--- src/rtl/uart_lin_tx_pkg.sv ---
// Shared sizing for the UART transmit path with LIN break generation.
// Assumes: data bus is 16 bits wide; frame lengths derive from the limits below.
package uart_lin_tx_pkg;
    parameter int DATA_W   = 16;
    parameter int WLEN_W   = 4;
    parameter int MIN_WLEN = 6;
    parameter int MAX_WLEN = 13;
    parameter int BRK_LOW  = 13;
    parameter int BRK_HIGH = 1;
    parameter int MAX_STOP = 2;

    localparam int BRK_LEN = BRK_LOW + BRK_HIGH;
    localparam int FRAME_W = BRK_LEN + 1 + MAX_WLEN + 1 + MAX_STOP;
    localparam int CNT_W   = $clog2(FRAME_W + 1);
    localparam int IDX_W   = $clog2(DATA_W);
endpackage

--- src/rtl/uart_lin_tx_hold.sv ---
// One-entry transmit hold buffer.
// Accepts a word only while empty; the serializer pops it on a loading tick.
// Assumes: pop is only raised while full.
module uart_lin_tx_hold
    import uart_lin_tx_pkg::*;
(
    input  logic              clk,
    input  logic              rst_n,
    input  logic              tx_rst,
    input  logic              wr_en,
    input  logic [DATA_W-1:0] wr_data,
    input  logic              pop,
    output logic              full,
    output logic [DATA_W-1:0] data
);
    // Purpose: hold one word; reset or clear empties it, writes when full are dropped.
    always_ff @(posedge clk) begin
        if (!rst_n || tx_rst) begin
            full <= 1'b0;
            data <= '0;
        end else if (pop) begin
            full <= 1'b0;
        end else if (wr_en && !full) begin
            full <= 1'b1;
            data <= wr_data;
        end
    end

    AST_HOLD_WHILE_FULL: assert property (@(posedge clk) disable iff (!rst_n)
        (full && !pop && !tx_rst) |=> (full && $stable(data)));
endmodule

--- src/rtl/uart_lin_tx_frame.sv ---
// Combinational frame assembler.
// Lays out break field, start bit, data, parity and stop bits into one vector,
// bit 0 sent first, and reports the total and break-free lengths.
// Assumes: the caller samples the result only on a loading tick.
module uart_lin_tx_frame
    import uart_lin_tx_pkg::*;
(
    input  logic [DATA_W-1:0]  word,
    input  logic [WLEN_W-1:0]  wlen_cfg,
    input  logic               lsb_first,
    input  logic               par_en,
    input  logic               par_even,
    input  logic               par_stick,
    input  logic               two_stop,
    input  logic               with_brk,
    output logic [FRAME_W-1:0] frame,
    output logic [CNT_W-1:0]   frame_len,
    output logic [CNT_W-1:0]   data_len
);
    logic [WLEN_W-1:0] nbits;
    logic [DATA_W-1:0] masked;
    logic              parity_bit;

    // Purpose: clamp the configured word length into the legal range.
    always_comb begin
        if (wlen_cfg < WLEN_W'(MIN_WLEN))      nbits = WLEN_W'(MIN_WLEN);
        else if (wlen_cfg > WLEN_W'(MAX_WLEN)) nbits = WLEN_W'(MAX_WLEN);
        else                                   nbits = wlen_cfg;
    end

    // Purpose: keep only the active data bits for the parity reduction.
    always_comb begin
        for (int i = 0; i < DATA_W; i++) begin
            masked[i] = word[i] && (i < int'(nbits));
        end
    end

    // Purpose: choose computed or stick parity.
    always_comb begin
        if (par_stick)     parity_bit = ~par_even;
        else if (par_even) parity_bit = ^masked;
        else               parity_bit = ~(^masked);
    end

    // Purpose: place every field of the frame in send order.
    always_comb begin
        logic [CNT_W-1:0] pos;
        frame = '1;
        pos   = '0;
        if (with_brk) begin
            for (int i = 0; i < BRK_LOW; i++) begin
                frame[i] = 1'b0;
            end
            pos = CNT_W'(BRK_LEN);
        end
        frame[pos] = 1'b0;
        pos = pos + 1'b1;
        for (int i = 0; i < MAX_WLEN; i++) begin
            if (i < int'(nbits)) begin
                frame[pos + CNT_W'(i)] = lsb_first ? word[IDX_W'(i)]
                                       : word[IDX_W'(nbits) - 1'b1 - IDX_W'(i)];
            end
        end
        pos = pos + CNT_W'(nbits);
        if (par_en) begin
            frame[pos] = parity_bit;
            pos = pos + 1'b1;
        end
        pos = pos + (two_stop ? CNT_W'(2) : CNT_W'(1));
        frame_len = pos;
    end

    // Purpose: length of the frame without any break field.
    always_comb begin
        data_len = CNT_W'(1) + CNT_W'(nbits) + CNT_W'(par_en) + (two_stop ? CNT_W'(2) : CNT_W'(1));
    end
endmodule

--- src/rtl/uart_lin_tx_shift.sv ---
// Frame shifter and bit sequencer.
// Loads an assembled frame on a baud tick, shifts one bit per tick, raises
// start/end events, and owns the self-clearing LIN break request.
// Assumes: every frame is at least eight bits long.
module uart_lin_tx_shift
    import uart_lin_tx_pkg::*;
(
    input  logic               clk,
    input  logic               rst_n,
    input  logic               tx_rst,
    input  logic               baud_tick,
    input  logic               buf_full,
    input  logic               lin_brk_set,
    input  logic [FRAME_W-1:0] frame_in,
    input  logic [CNT_W-1:0]   frame_len,
    input  logic [CNT_W-1:0]   data_len,
    output logic               load,
    output logic               brk_flag,
    output logic               line,
    output logic               busy,
    output logic               tx_start,
    output logic               tx_end
);
    logic [FRAME_W-1:0] frame_q;
    logic [CNT_W-1:0]   cnt_q;
    logic [CNT_W-1:0]   dlen_q;
    logic               brk_on_q;
    logic               last_bit;
    logic               brk_clear;

    assign last_bit  = busy && (cnt_q == CNT_W'(1));
    assign load      = baud_tick && buf_full && !tx_rst && (!busy || last_bit);
    assign brk_clear = baud_tick && busy && brk_on_q && !tx_rst && (cnt_q == dlen_q + 1'b1);
    assign line      = frame_q[0];

    // Purpose: advance the frame one bit per tick and chain the next word.
    always_ff @(posedge clk) begin
        if (!rst_n || tx_rst) begin
            frame_q  <= '1;
            cnt_q    <= '0;
            dlen_q   <= '0;
            brk_on_q <= 1'b0;
            busy     <= 1'b0;
            tx_start <= 1'b0;
            tx_end   <= 1'b0;
        end else begin
            tx_start <= load;
            tx_end   <= baud_tick && last_bit;
            if (baud_tick) begin
                if (busy && !last_bit) begin
                    frame_q <= {1'b1, frame_q[FRAME_W-1:1]};
                    cnt_q   <= cnt_q - 1'b1;
                    if (brk_clear) brk_on_q <= 1'b0;
                end else if (load) begin
                    frame_q  <= frame_in;
                    cnt_q    <= frame_len;
                    dlen_q   <= data_len;
                    brk_on_q <= brk_flag;
                    busy     <= 1'b1;
                end else begin
                    frame_q  <= '1;
                    cnt_q    <= '0;
                    brk_on_q <= 1'b0;
                    busy     <= 1'b0;
                end
            end
        end
    end

    // Purpose: arm the break request; it disarms when its field completes.
    always_ff @(posedge clk) begin
        if (!rst_n)           brk_flag <= 1'b0;
        else if (lin_brk_set) brk_flag <= 1'b1;
        else if (brk_clear)   brk_flag <= 1'b0;
    end

    AST_IDLE_MARK: assert property (@(posedge clk) disable iff (!rst_n)
        !busy |-> line);
    AST_BRK_SELF_CLEAR: assert property (@(posedge clk) disable iff (!rst_n)
        (brk_clear && !lin_brk_set) |=> !brk_flag);
    AST_START_SINGLE: assert property (@(posedge clk) disable iff (!rst_n)
        tx_start |=> !tx_start);
    AST_END_AFTER_FRAME: assert property (@(posedge clk) disable iff (!rst_n)
        tx_end |-> $past(busy));
    AST_LINE_ON_TICK: assert property (@(posedge clk) disable iff (!rst_n)
        (!baud_tick && !tx_rst) |=> $stable(line));
endmodule

--- src/rtl/uart_lin_tx.sv ---
// UART transmit path with LIN break field and line-forcing break.
// Wires hold buffer, frame assembler and shifter; applies output polarity.
// Assumes: baud_tick is a one-cycle strobe per bit time; framing inputs are
// stable across a loading tick.
module uart_lin_tx
    import uart_lin_tx_pkg::*;
(
    input  logic              clk,
    input  logic              rst_n,
    input  logic              baud_tick,
    input  logic              wr_en,
    input  logic [DATA_W-1:0] wr_data,
    input  logic              tx_rst,
    input  logic              lin_brk_set,
    input  logic [WLEN_W-1:0] wlen_cfg,
    input  logic              lsb_first,
    input  logic              par_en,
    input  logic              par_even,
    input  logic              par_stick,
    input  logic              two_stop,
    input  logic              line_inv,
    input  logic              rts_inv,
    input  logic              break_force,
    output logic              txd,
    output logic              rts_o,
    output logic              tx_start,
    output logic              tx_end,
    output logic              buf_empty,
    output logic              buf_full,
    output logic              lin_brk_pending
);
    logic [DATA_W-1:0]  held_word;
    logic [FRAME_W-1:0] frame_vec;
    logic [CNT_W-1:0]   frame_len;
    logic [CNT_W-1:0]   data_len;
    logic               load;
    logic               brk_flag;
    logic               line;
    logic               busy;

    uart_lin_tx_hold u_hold (
        .clk     (clk),
        .rst_n   (rst_n),
        .tx_rst  (tx_rst),
        .wr_en   (wr_en),
        .wr_data (wr_data),
        .pop     (load),
        .full    (buf_full),
        .data    (held_word)
    );

    uart_lin_tx_frame u_frame (
        .word      (held_word),
        .wlen_cfg  (wlen_cfg),
        .lsb_first (lsb_first),
        .par_en    (par_en),
        .par_even  (par_even),
        .par_stick (par_stick),
        .two_stop  (two_stop),
        .with_brk  (brk_flag),
        .frame     (frame_vec),
        .frame_len (frame_len),
        .data_len  (data_len)
    );

    uart_lin_tx_shift u_shift (
        .clk         (clk),
        .rst_n       (rst_n),
        .tx_rst      (tx_rst),
        .baud_tick   (baud_tick),
        .buf_full    (buf_full),
        .lin_brk_set (lin_brk_set),
        .frame_in    (frame_vec),
        .frame_len   (frame_len),
        .data_len    (data_len),
        .load        (load),
        .brk_flag    (brk_flag),
        .line        (line),
        .busy        (busy),
        .tx_start    (tx_start),
        .tx_end      (tx_end)
    );

    // Purpose: pin polarity, line forcing and status outputs.
    always_comb begin
        txd             = break_force ? 1'b0 : (line ^ line_inv);
        rts_o           = (busy | buf_full) ^ rts_inv;
        buf_empty       = ~buf_full;
        lin_brk_pending = brk_flag;
    end

    AST_RST_CLEARS: assert property (@(posedge clk) disable iff (!rst_n)
        tx_rst |=> (!buf_full && !busy && line && !tx_start && !tx_end));
endmodule

--- config.mk ---
export PLATFORM = sky130hd
export DESIGN_NAME = uart_lin_tx
export DESIGN_NICKNAME = d
export VERILOG_FILES = /design/src/rtl/uart_lin_tx_pkg.sv /design/src/rtl/uart_lin_tx_hold.sv /design/src/rtl/uart_lin_tx_frame.sv /design/src/rtl/uart_lin_tx_shift.sv /design/src/rtl/uart_lin_tx.sv
export SDC_FILE = /design/constraint.sdc
export NUM_CORES = 1
export LEC_CHECK = 0
export BUFFER_PORTS_ARGS = -buffer_cell sky130_fd_sc_hd__buf_4
export CORE_MARGIN = 2
export CORE_UTILIZATION = 55
export CTS_CLUSTER_SIZE = 20
export DETAILED_ROUTE_END_ITERATION = 16
export PLACE_DENSITY = 0.74
export RECOVER_POWER = 100
export SKIP_LAST_GASP = 1
export SLEW_MARGIN = 10
export SYNTH_ARGS = -nofsm -noshare
export SYNTH_HDL_FRONTEND = slang
export SYNTH_SLANG_ARGS = --single-unit
--- constraint.sdc ---
create_clock -name clk -period 5.7 [get_ports clk]
set_clock_uncertainty 0.2 [all_clocks]
set_input_delay 0.855 -clock clk [delete_from_list [all_inputs] [get_ports clk]]
set_output_delay 0.855 -clock clk [all_outputs]
set_load 0.03 [all_outputs]
* Yosys cells after proc, flatten, opt, wreduce, memory -nomap -nowiden *
Index checks and enable logic that the tools add are counted.

word-level totals
  register bits after elaboration = 63
  bits in latches = 0
  bits in writable memories = 0
  bits in read-only memories = 0
  output and inout bits = 7
  memories = 0

operators by class
  $add $sub $neg = 34
  multipliers = 0
  divide/modulo/power cells = 0
  order comparisons = 60
  equal/unequal tests = 3
  shift operators = 0
  mux-type cells = 115
  bitwise operators = 10
  reductions and logical operators = 55

operators by type and width
  cell                                                        count
  2-to-1 mux 31 bit                                           16
  bitwise mux 31 bit                                          14
  less-than comparator 5 x 6 -> 1 bit, second input constant  14
  demux 1 bit (select 5 bit)                                  15
  >= comparator 5 x 1 -> 1 bit, second input constant         14
  less-than comparator 4 x 5 -> 1 bit, second input constant  13
  binary-select mux 1 bit (select 4 bit)                      13
  2-to-1 mux 1 bit                                            49
  logical AND 1 bit                                           41
  AND 31 bit                                                  1
  inverter 31 bit                                             1
  less-than comparator 4 bit, first input constant            7
  adder 5 x 4 -> 5 bit, second input constant                 5
  adder 5 x 3 -> 5 bit, second input constant                 4
  subtractor 4 bit, second input constant                     5
  less-than comparator 3 x 4 -> 1 bit, first input constant   4
  XOR reduction 16 bit                                        1
  subtractor 4 x 3 -> 4 bit, second input constant            4
  adder 5 x 1 -> 5 bit, second input constant                 3
  2-to-1 mux 5 bit                                            3
  2-to-1 mux 13 bit                                           1
  2-to-1 mux 4 bit                                            3
  adder 5 x 2 -> 5 bit, second input constant                 2
  adder 5 bit                                                 2
  other kinds (26)                                            42

* Longest topological paths before layout *
Gate-level depths: netlist of the first run.

  depth in word-level cells = 37
  gate-level depth with buffers = 18
  depth with buffers taken out = 15

* Modules after synthesis *
Synthesis of the first run repeated with hierarchy kept, for this count alone.

unflattened totals
  cell total of the unflattened synthesis = 732
  area, all modules = 5940.7 um2

by module, submodules not included
  module             times used  cells each  area an instance (um2)  sequential area each (um2)
  uart_lin_tx_frame  1           386         2824.0                  0.0
  uart_lin_tx_shift  1           264         2257.2                  920.9
  uart_lin_tx_hold   1           77          828.3                   340.3
  uart_lin_tx        1           5           31.3                    0.0

* Worst setup path before layout of the first run *
No wires, ideal clock.

  kind = input -> register
  start = input port wlen_cfg[2]
  end = register u_shift.frame_q[7]
  arrival time = 4.475 ns
  required time = 5.421 ns
  setup slack = 0.945 ns
  cell stages on the path = 16
  cells stage by stage = buf_2 > a22oi_1 > nor2_2 > buf_4 > buf_2 > inv_1 > ha_1 > buf_2 > clkbuf_1 > clkbuf_1 > clkbuf_1 > o22ai_1 > a221o_1 > o311a_1 > o31a_1 > a22oi_1

between the ends
  cells in the longest elaborated chain, start to end = 37
  elaborated cells between the ends (all ways) = 126
  classes of those cells = add/sub (14); order compare (19); mux (75); bitwise (1); reduce/logical (17)

RTL lines
  element                                                             line                     source
  start, declared                                                     uart_lin_tx.sv:15        input logic [WLEN_W-1:0] wlen_cfg,
  greater-than comparator 4 bit                                       uart_lin_tx_frame.sv:27  else if (wlen_cfg > WLEN_W'(MAX_WLEN)) nbits = WLEN_W'(MAX_WLEN);
  2-to-1 mux 4 bit                                                    uart_lin_tx_frame.sv:27
  2-to-1 mux 4 bit *                                                  uart_lin_tx_frame.sv:26  if (wlen_cfg < WLEN_W'(MIN_WLEN)) nbits = WLEN_W'(MIN_WLEN);
  branches (longest 31 deep; another with subtractor 4 x 1 -> 4 bit)  -
  2-to-1 mux 31 bit *                                                 uart_lin_tx_frame.sv:65  if (par_en) begin
  2-to-1 mux 31 bit *                                                 uart_lin_tx_shift.sv:54  end else if (load) begin
  2-to-1 mux 31 bit *                                                 uart_lin_tx_shift.sv:50  if (busy && !last_bit) begin
  end signal, assigned                                                uart_lin_tx_shift.sv:51  frame_q <= {1'b1, frame_q[FRAME_W-1:1]};
  end signal, assigned                                                uart_lin_tx_shift.sv:55  frame_q <= frame_in;
  end, declared                                                       uart_lin_tx_shift.sv:24  logic [FRAME_W-1:0] frame_q;

Mark *: on every way between the ends. The select of a mux whose other input is x is not followed.
A chain may end at the register's enable or synchronous reset.

* Worst setup path after layout of the first run *
  start = input port wlen_cfg[3]
  end = register u_shift.frame_q[13]

Same word-level chain as after synthesis.

==> impl_summary.txt, run 1 <==
----------------------------------------------------
[CTS]
  Deepest level of the CTS H-tree ... 3
  Clock tree from TritonCTS ... yes
  Count of clock tree sinks ... 63
  CTS Hold Bufs ... 0
  TritonCTS Buffers ... 9
  Setup fix buffers added after clock tree synthesis ... 0
  Clock Latency Late Sink ... 0.36 ns
  Max Root-Sink Buffers ... 2
  Library cell used as clock root buffer ... sky130_fd_sc_hd__clkbuf_8
  Clk slew on worst S/H paths ... 0.07 ns
  Post-cts sizing count ... 0

[Place]
  Half-perimeter wire length of the detailed placement result ... 11.7 mm
  Port buffer count ... 40
  Final weighted congestion in routability-driven placement ... roughly 0.94
  Total instance count after detailed placement ... 821

[Route]
  Remaining antenna violation count ... 0
  Number of design-rule violations left by the first detailed-router iteration ... around 440
  Total number of vias ... around 5500
  Routed WL per cell ... 19.3 um
  Via density ... about 6.6
  Pre-antenna DRT Iters ... 5
  Total wire length after detailed routing ... about 16 mm
  Residual DRC ... 0

[Floorplanning]
  Die area ... 10500 sq um
  Initial cell density of the core ... a little under three fifths
  DIE HEIGHT ... 103 um
  FP Rows ... 36
  DIE WIDTH ... 103 um
  Core Box Area ... between 9000 and 10000 sq um
  Ports ... 41

[Yosys]
  Share of Yosys cell area claimed by the top area cell type ... 23.5%
  Syn avg cell area ... 7.67 sq um
  Cell accounting for the most synthesized area ... sky130_fd_sc_hd__dfxtp_1
  Fraction of the yosys area taken by sequential cells ... 23.5%
  Top cells by area in the synthesized netlist ... sky130_fd_sc_hd__dfxtp_1, sky130_fd_sc_hd__a21oi_1, sky130_fd_sc_hd__o21ai_0
  Primary flip-flop cell chosen by synthesis mapping ... sky130_fd_sc_hd__dfxtp_1
  Number of cells produced by synthesis ... 698
  Synth Warn # ... 0
  Number of distinct library cells after synthesis ... 68
  Number of flops mapped to enable cells by yosys ... 0
  Total of flip-flops plus latches after synthesis ... 63
  Net count after synthesis ... 758
  Proportion of register bits with asynchronous set or reset after synthesis ... 0%
  Post-synthesis instance area ... 5360 sq um

[Worst setup path]
  Crit path max fanout ... 39
  Startpoint class of the critical path ... primary input
  Library cell contributing the largest single delay on the critical path ... sky130_fd_sc_hd__clkbuf_1
  Cells on worst reg2reg path ... 9
  CP max stage delay ... 0.53 ns
  CP endpoint kind ... flip-flop
  Critical path, cell by cell ... clkbuf_1 -> a22oi_1 -> nor2_4 -> buf_4 -> ha_1 -> nand2_1 -> xnor2_1 -> nor2_1 -> xnor3_1 -> or3_1 -> a21oi_1 -> xnor2_1 -> buf_4 -> o41ai_1 -> o221ai_1
  Setup Crit Path Kind ... in2reg
  Worst EP arrival ... 5.00 ns
  Required time at the endpoint of the critical path ... 5.68 ns

[STA]
  Headroom to the max-slew limit ... 1.25%
  RSZ-0062 raised after global routing ... no
  Number of failing hold endpoints at the final stage ... 0
  Fraction of the cycle the final worst path needs ... 88.2%
  Actual transition at the worst max-transition pin ... 1.48 ns
  Maximum operating frequency ... slightly below 200 MHz
  Setup TNS ... 0 ns
  Number of failing setup endpoints in the final timing report ... 0
  Final min period ... 5.03 ns
  Final slew viol count ... 0

[Pwr]
  Internal power ... 825 uW
  Worst voltage drop across the vdd grid ... 0.000107 V
  Proportion of power drawn by the clock network ... 31.7%
  Lkg Pwr ... about 2.1 nW
  Combinational power share ... around 31%
  Register share of total power ... about 37%
  Net switching fraction of the power ... 35.1%
  Psw ... 446 uW
  Power density relative to cell area ... 219 nW/um^2
  Power, Total ... 1.27 mW

[Global routing]
  Largest net degree at the start of global routing ... 56
  GR Util All Layers ... 32.2%
  First-pass GRT wire length ... 26.3 mm
  Global route overflow ... 0
  Number of antenna violations at the first check in global routing ... 0
  Number of global-route vias before repair ... 5217

[Hold path]
  Hold Path Stages ... 2
  Min-Delay Path Class ... reg2reg

[Final layout]
  Fraction of final layout cells with drive strength greater than 1 ... 11.0%
  Sequential cell area ... 1260 sq um
  Final nets ... 759
  Area growth from synthesis to layout ... 8.41%
  Final antenna diode count ... 0
  Final standard cell count with taps included and fillers excluded ... 836
  Number of fill cells in the layout ... 876
  Total area of multi-input combinational cells ... 3740 sq um

[Flow run]
  Max-capacitance violation count ... 0

[Status]
  Outcome ... finished, final reports clean

----------------------------------------------------
## path summary, 6_finish.rpt
path	startpoint	end	slack, ns
min reg2reg	u_shift.frame_q[22]	u_shift.frame_q[22]	0.26
max	wlen_cfg[3]	u_shift.frame_q[13]	0.67
max reg2reg	u_shift.cnt_q[0]	u_shift.frame_q[17]	1.32
min	u_shift.frame_q[22]	u_shift.frame_q[22]	0.26
## power by group through the flow
stage / Clock [mW] / Sequential [mW] / Combinational (mW)
6_report: 0.403 / 0.470 / 0.398
5_1_grt: 0.427 / 0.471 / 0.434
4_1_cts: 0.407 / 0.469 / 0.394
3_5_place_dp: 0 / 0.480 / 0.391
3_3_place_gp: 0 / 0.479 / 0.382
2_1_floorplan: 0 / 0.471 / 0.297
## worst max-delay path: cells and delay by family
family / cells / cell delay, ns
buf+inv: 3 / 1.26
compound gates: 4 / 1.13
simple gates: 4 / 0.77
xor+xnor: 3 / 0.65
fa+ha+maj: 1 / 0.31
## layout by cell type, fill, tap and decap left out, drive strengths merged, types with 6 or more instances in the layout
master and instances:
nand2 71, dfxtp 63, a21oi 62, o21ai 61
nor2 60, buf 38, inv 32, xnor2 25
mux2i 23, ha 23, clkbuf 22, nor3 16
o31ai 16, nand3 14, mux4 12, a221oi 12
o211ai 11, a211oi 11, and2 9, nor4 8
nand2b 8, a22oi 7, nor2b 7, o41ai 7
xor2 6, mux2 6
## per-stage QoR
step / util, % / cell area, sq um / hold WS, ns / worst slack (ns)
2_1_floorplan: - / 5360 / 0.237 / 0.945
5_1_grt: 60.5 / 5810 / 0.289 / 0.398
3_5_place_dp: 59.0 / 5660 / 0.253 / 0.749
6_report: 60.5 / 5810 / 0.264 / 0.674
3_3_place_gp: 59.0 / 5660 / 0.251 / 0.817
4_1_cts: 61.1 / 5860 / 0.268 / 1.12
## final cells by class
type                       instances  area share (%)
multi-input combinational        545            64.4
sequential                        63            21.7
timing repair buffer              48            5.56
clock inverter                     3           0.733
clock buffer                      12            2.67
tap                              133            2.87
inverter                          32            2.07
## cells by family (layout without fill, tap and decap cells)
family,after synthesis,count (layout),share of synthesized area (%)
mux,41,41,10.6
simple gates,214,214,18.7
fa+ha+maj,26,26,6.49
buf+inv,90,95,6.77
xor+xnor,33,33,5.91
flops,63,63,23.5
compound gates,231,231,27.9
## Yosys cell counts, drive strengths merged, types with 16 or more instances
master and number:
ha 23, nor2 60, dfxtp 63, nor3 16, clkbuf 40, o31ai 16
mux2i 23, xnor2 25, a21oi 62, nand2 71, o21ai 61, buf 18
inv 32
## registers in the layout, indices dropped and copies added (netlist names)
signal	flops
u_shift.frame_q	31
u_hold.data	16
u_shift.cnt_q	5
u_shift.dlen_q	5
u_hold.full	1
u_shift.brk_flag	1
u_shift.brk_on_q	1
u_shift.busy	1
u_shift.tx_end	1
u_shift.tx_start	1
## per-layer routing
metal | global-route usage, % | routed length [um]
met4 | 16.1 | 541
met3 | 5.76 | 1330
met1 | 40.3 | 6610
met2 | 53.4 | 7680
met5 | 0 | 0
Power figures use the tool's default switching activity.
==> run 2, diff against run 1 <==
- RECOVER_POWER: 100 -> unset
==> run 2 against run 1 <==
  * Via count is essentially flat
  * Critical endpoint is now u_shift.frame_q[5]
  * Utilization grew 0.56 points
  * Critical path type unchanged
  * Sequential share of layout area shrank 0.20 points
  * Non-clock buffer count is the same
  * Clock-buffer cell count is the same
  * Register-to-register slack gained 0.28 ns
==> impl_summary.txt, run 2 (synthesized netlist as in run 1, its figures left out) <==
----------------------------------------------------
[Status]
  Outcome ... finished, final reports clean

[STA]
  Final slew viol count ... 0 (unchanged)
  RSZ-0062 raised after global routing ... no
  Setup TNS ... 0 ns (unchanged)
  Actual transition at the worst max-transition pin ... 1.01 ns (-0.468 ns)
  Headroom to the max-slew limit ... 32.3% (+31 points)
  Maximum operating frequency ... 214 MHz (+7.7%)
  Number of failing hold endpoints at the final stage ... 0 (unchanged)
  Fraction of the cycle the final worst path needs ... 81.9% (-6.3 points)
  Number of failing setup endpoints in the final timing report ... 0 (unchanged)
  Final min period ... 4.67 ns (-0.358 ns)

[Final layout]
  Final antenna diode count ... 0 (unchanged)
  Fraction of final layout cells with drive strength greater than 1 ... 12.8% (+1.8 points)
  Sequential cell area ... 1260 sq um (unchanged)
  Number of fill cells in the layout ... 860 (-1.8%)
  Register bank with the most flops ... u_shift.frame_q
  Most frequent cells in the layout ... sky130_fd_sc_hd__nand2_1, sky130_fd_sc_hd__dfxtp_1, sky130_fd_sc_hd__a21oi_1
  Final nets ... 759 (unchanged)
  Most common cell after layout, fill and taps aside ... sky130_fd_sc_hd__nand2_1
  Top flop regs ... u_shift.frame_q: 31 flops, u_hold.data: 16 flops
  Area growth from synthesis to layout ... 9.41%
  Final standard cell count with taps included and fillers excluded ... 836 (unchanged)
  Design Area, Final ... 5860 sq um (+0.93%)
  Flip-flop count of the largest register after layout ... 31 (unchanged)
  Total area of multi-input combinational cells ... 3750 sq um (+0.43%)

[Route]
  Residual DRC ... 0 (unchanged)
  Total number of vias ... 5531 (+0.072%)
  Remaining antenna violation count ... 0 (unchanged)
  Total wire length after detailed routing ... 16.2 mm (+0.34%)
  Routed WL per cell ... 19.4 um (+0.34%)
  Via density ... 6.62 (about the same)
  Number of design-rule violations left by the first detailed-router iteration ... 424 (-4.1%)
  Pre-antenna DRT Iters ... 5 (unchanged)

[Floorplanning]
  Core Box Area ... 9590 sq um (unchanged)
  FP Rows ... 36 (unchanged)
  Ports ... 41 (unchanged)
  DIE HEIGHT ... 103 um (unchanged)
  Initial cell density of the core ... 55.8% (unchanged)
  DIE WIDTH ... 103 um (unchanged)
  Die area ... 10500 sq um (unchanged)

[CTS]
  Clock Latency Late Sink ... 0.36 ns (about the same)
  CTS Hold Bufs ... 0 (unchanged)
  TritonCTS Buffers ... 9 (unchanged)
  Count of clock tree sinks ... 63 (unchanged)
  Clock tree from TritonCTS ... yes
  Clk slew on worst S/H paths ... 0.07 ns (about the same)
  Post-cts sizing count ... 0 (unchanged)
  Deepest level of the CTS H-tree ... 3 (unchanged)
  Library cell used as clock root buffer ... sky130_fd_sc_hd__clkbuf_8
  Max Root-Sink Buffers ... 2 (unchanged)
  Setup fix buffers added after clock tree synthesis ... 0 (unchanged)

[Worst setup path]
  Worst flop-to-flop path startpoint ... u_shift.cnt_q[0]
  Worst EP arrival ... 4.71 ns (-0.29 ns)
  Most used cell along the critical path ... sky130_fd_sc_hd__o21ai_0
  Startpoint class of the critical path ... primary input
  Setup Crit Path Kind ... in2reg
  Crit path max fanout ... 22 (-44%)
  Library cell contributing the largest single delay on the critical path ... sky130_fd_sc_hd__ha_1
  CP endpoint kind ... flip-flop
  Required time at the endpoint of the critical path ... 5.74 ns (+0.06 ns)
  Critical path, cell by cell ... buf_4 -> o21ai_0 -> inv_1 -> ha_1 -> mux4_2 -> mux2i_1 -> o32ai_1 -> a221oi_1 -> nor3_1 -> a211oi_1 -> o21ai_0
  CP max stage delay ... 0.94 ns (+0.41 ns)
  Launching instance or port of the critical path ... wlen_cfg[2]

[Pwr]
  Lkg Pwr ... 2.14 nW (+2.1%)
  Worst voltage drop across the vdd grid ... 0.000108 V (+1.1%)
  Power density relative to cell area ... 218 nW/um^2 (-0.48%)

[Place]
  Area post-placement ... 5660 sq um (unchanged)
  Final weighted congestion in routability-driven placement ... 0.944 (unchanged)
  Port buffer count ... 40 (unchanged)
  Half-perimeter wire length of the detailed placement result ... 11.7 mm (unchanged)
  Total instance count after detailed placement ... 821 (unchanged)

[Hold path]
  Min-Delay Path Class ... reg2reg
  Hold wc startpoint ... u_shift.frame_q[22]

[Global routing]
  Global route overflow ... 0 (unchanged)
  GR Util All Layers ... 32.2% (unchanged)
  Number of global-route vias before repair ... 5217 (unchanged)
  Largest net degree at the start of global routing ... 56 (unchanged)
  First-pass GRT wire length ... 26.3 mm (unchanged)
  Number of antenna violations at the first check in global routing ... 0 (unchanged)

[Flow run]
  Max-capacitance violation count ... 0 (unchanged)

----------------------------------------------------
==> run 2: final cells by class <==
cell class,count,share of cell area (%)
Tap cell,133,2.84
Clock buffer,12,2.65
Timing Repair Buffer,48,6.15
Sequential cell,63,21.5
Inverter,32,2.05
Clock inverter,3,0.726
Multi-Input combinational cell,545,64.1
==> run 2: worst paths after layout <==
kind                         endpoint  cells past startpoint  slack [ns]
hold / removal    u_shift.frame_q[22]                      2        0.27
setup / recovery   u_shift.frame_q[5]                     11        1.03
setup reg to reg  u_shift.frame_q[25]                      9        1.60
hold reg to reg   u_shift.frame_q[22]                      2        0.27
==> run 2: power by group <==
part / switching, mW / total [mW] / internal [mW] / leakage (nW)
Combinational: 0.248 / 0.403 / 0.155 / 1.52
Sequential: 0.0185 / 0.470 / 0.452 / 0.513
Clock: 0.180 / 0.403 / 0.223 / 0.0985
==> run 2: metal layers <==
layer	GRT usage, %	wire [um]	vias to the layer above
met2	53.4	7640	301
met3	5.76	1330	60
met5	0	0	-
met4	16.1	566	0
met1	40.3	6680	2600
li1	-	-	2570
==> run 2: critical path, delay by kind of cell <==
kind / cells / cell delay (ns)
muxes: 2 / 0.88
buffers and inverters: 2 / 0.40
adders and majority gates: 1 / 0.94
and+or+nand+nor: 1 / 0.11
AOI/OAI and AO/OA: 5 / 1.52
==> run 2: per-stage QoR <==
stage	setup slack (ns)	total power, mW	util [%]	hold WS [ns]
floorplan	0.945	0.768	-	0.237
global placement	0.817	0.861	59.0	0.251
detailed placement	0.749	0.871	59.0	0.253
CTS	1.12	1.27	61.1	0.268
global route	0.677	1.34	61.1	0.289
finish	1.03	1.28	61.1	0.266
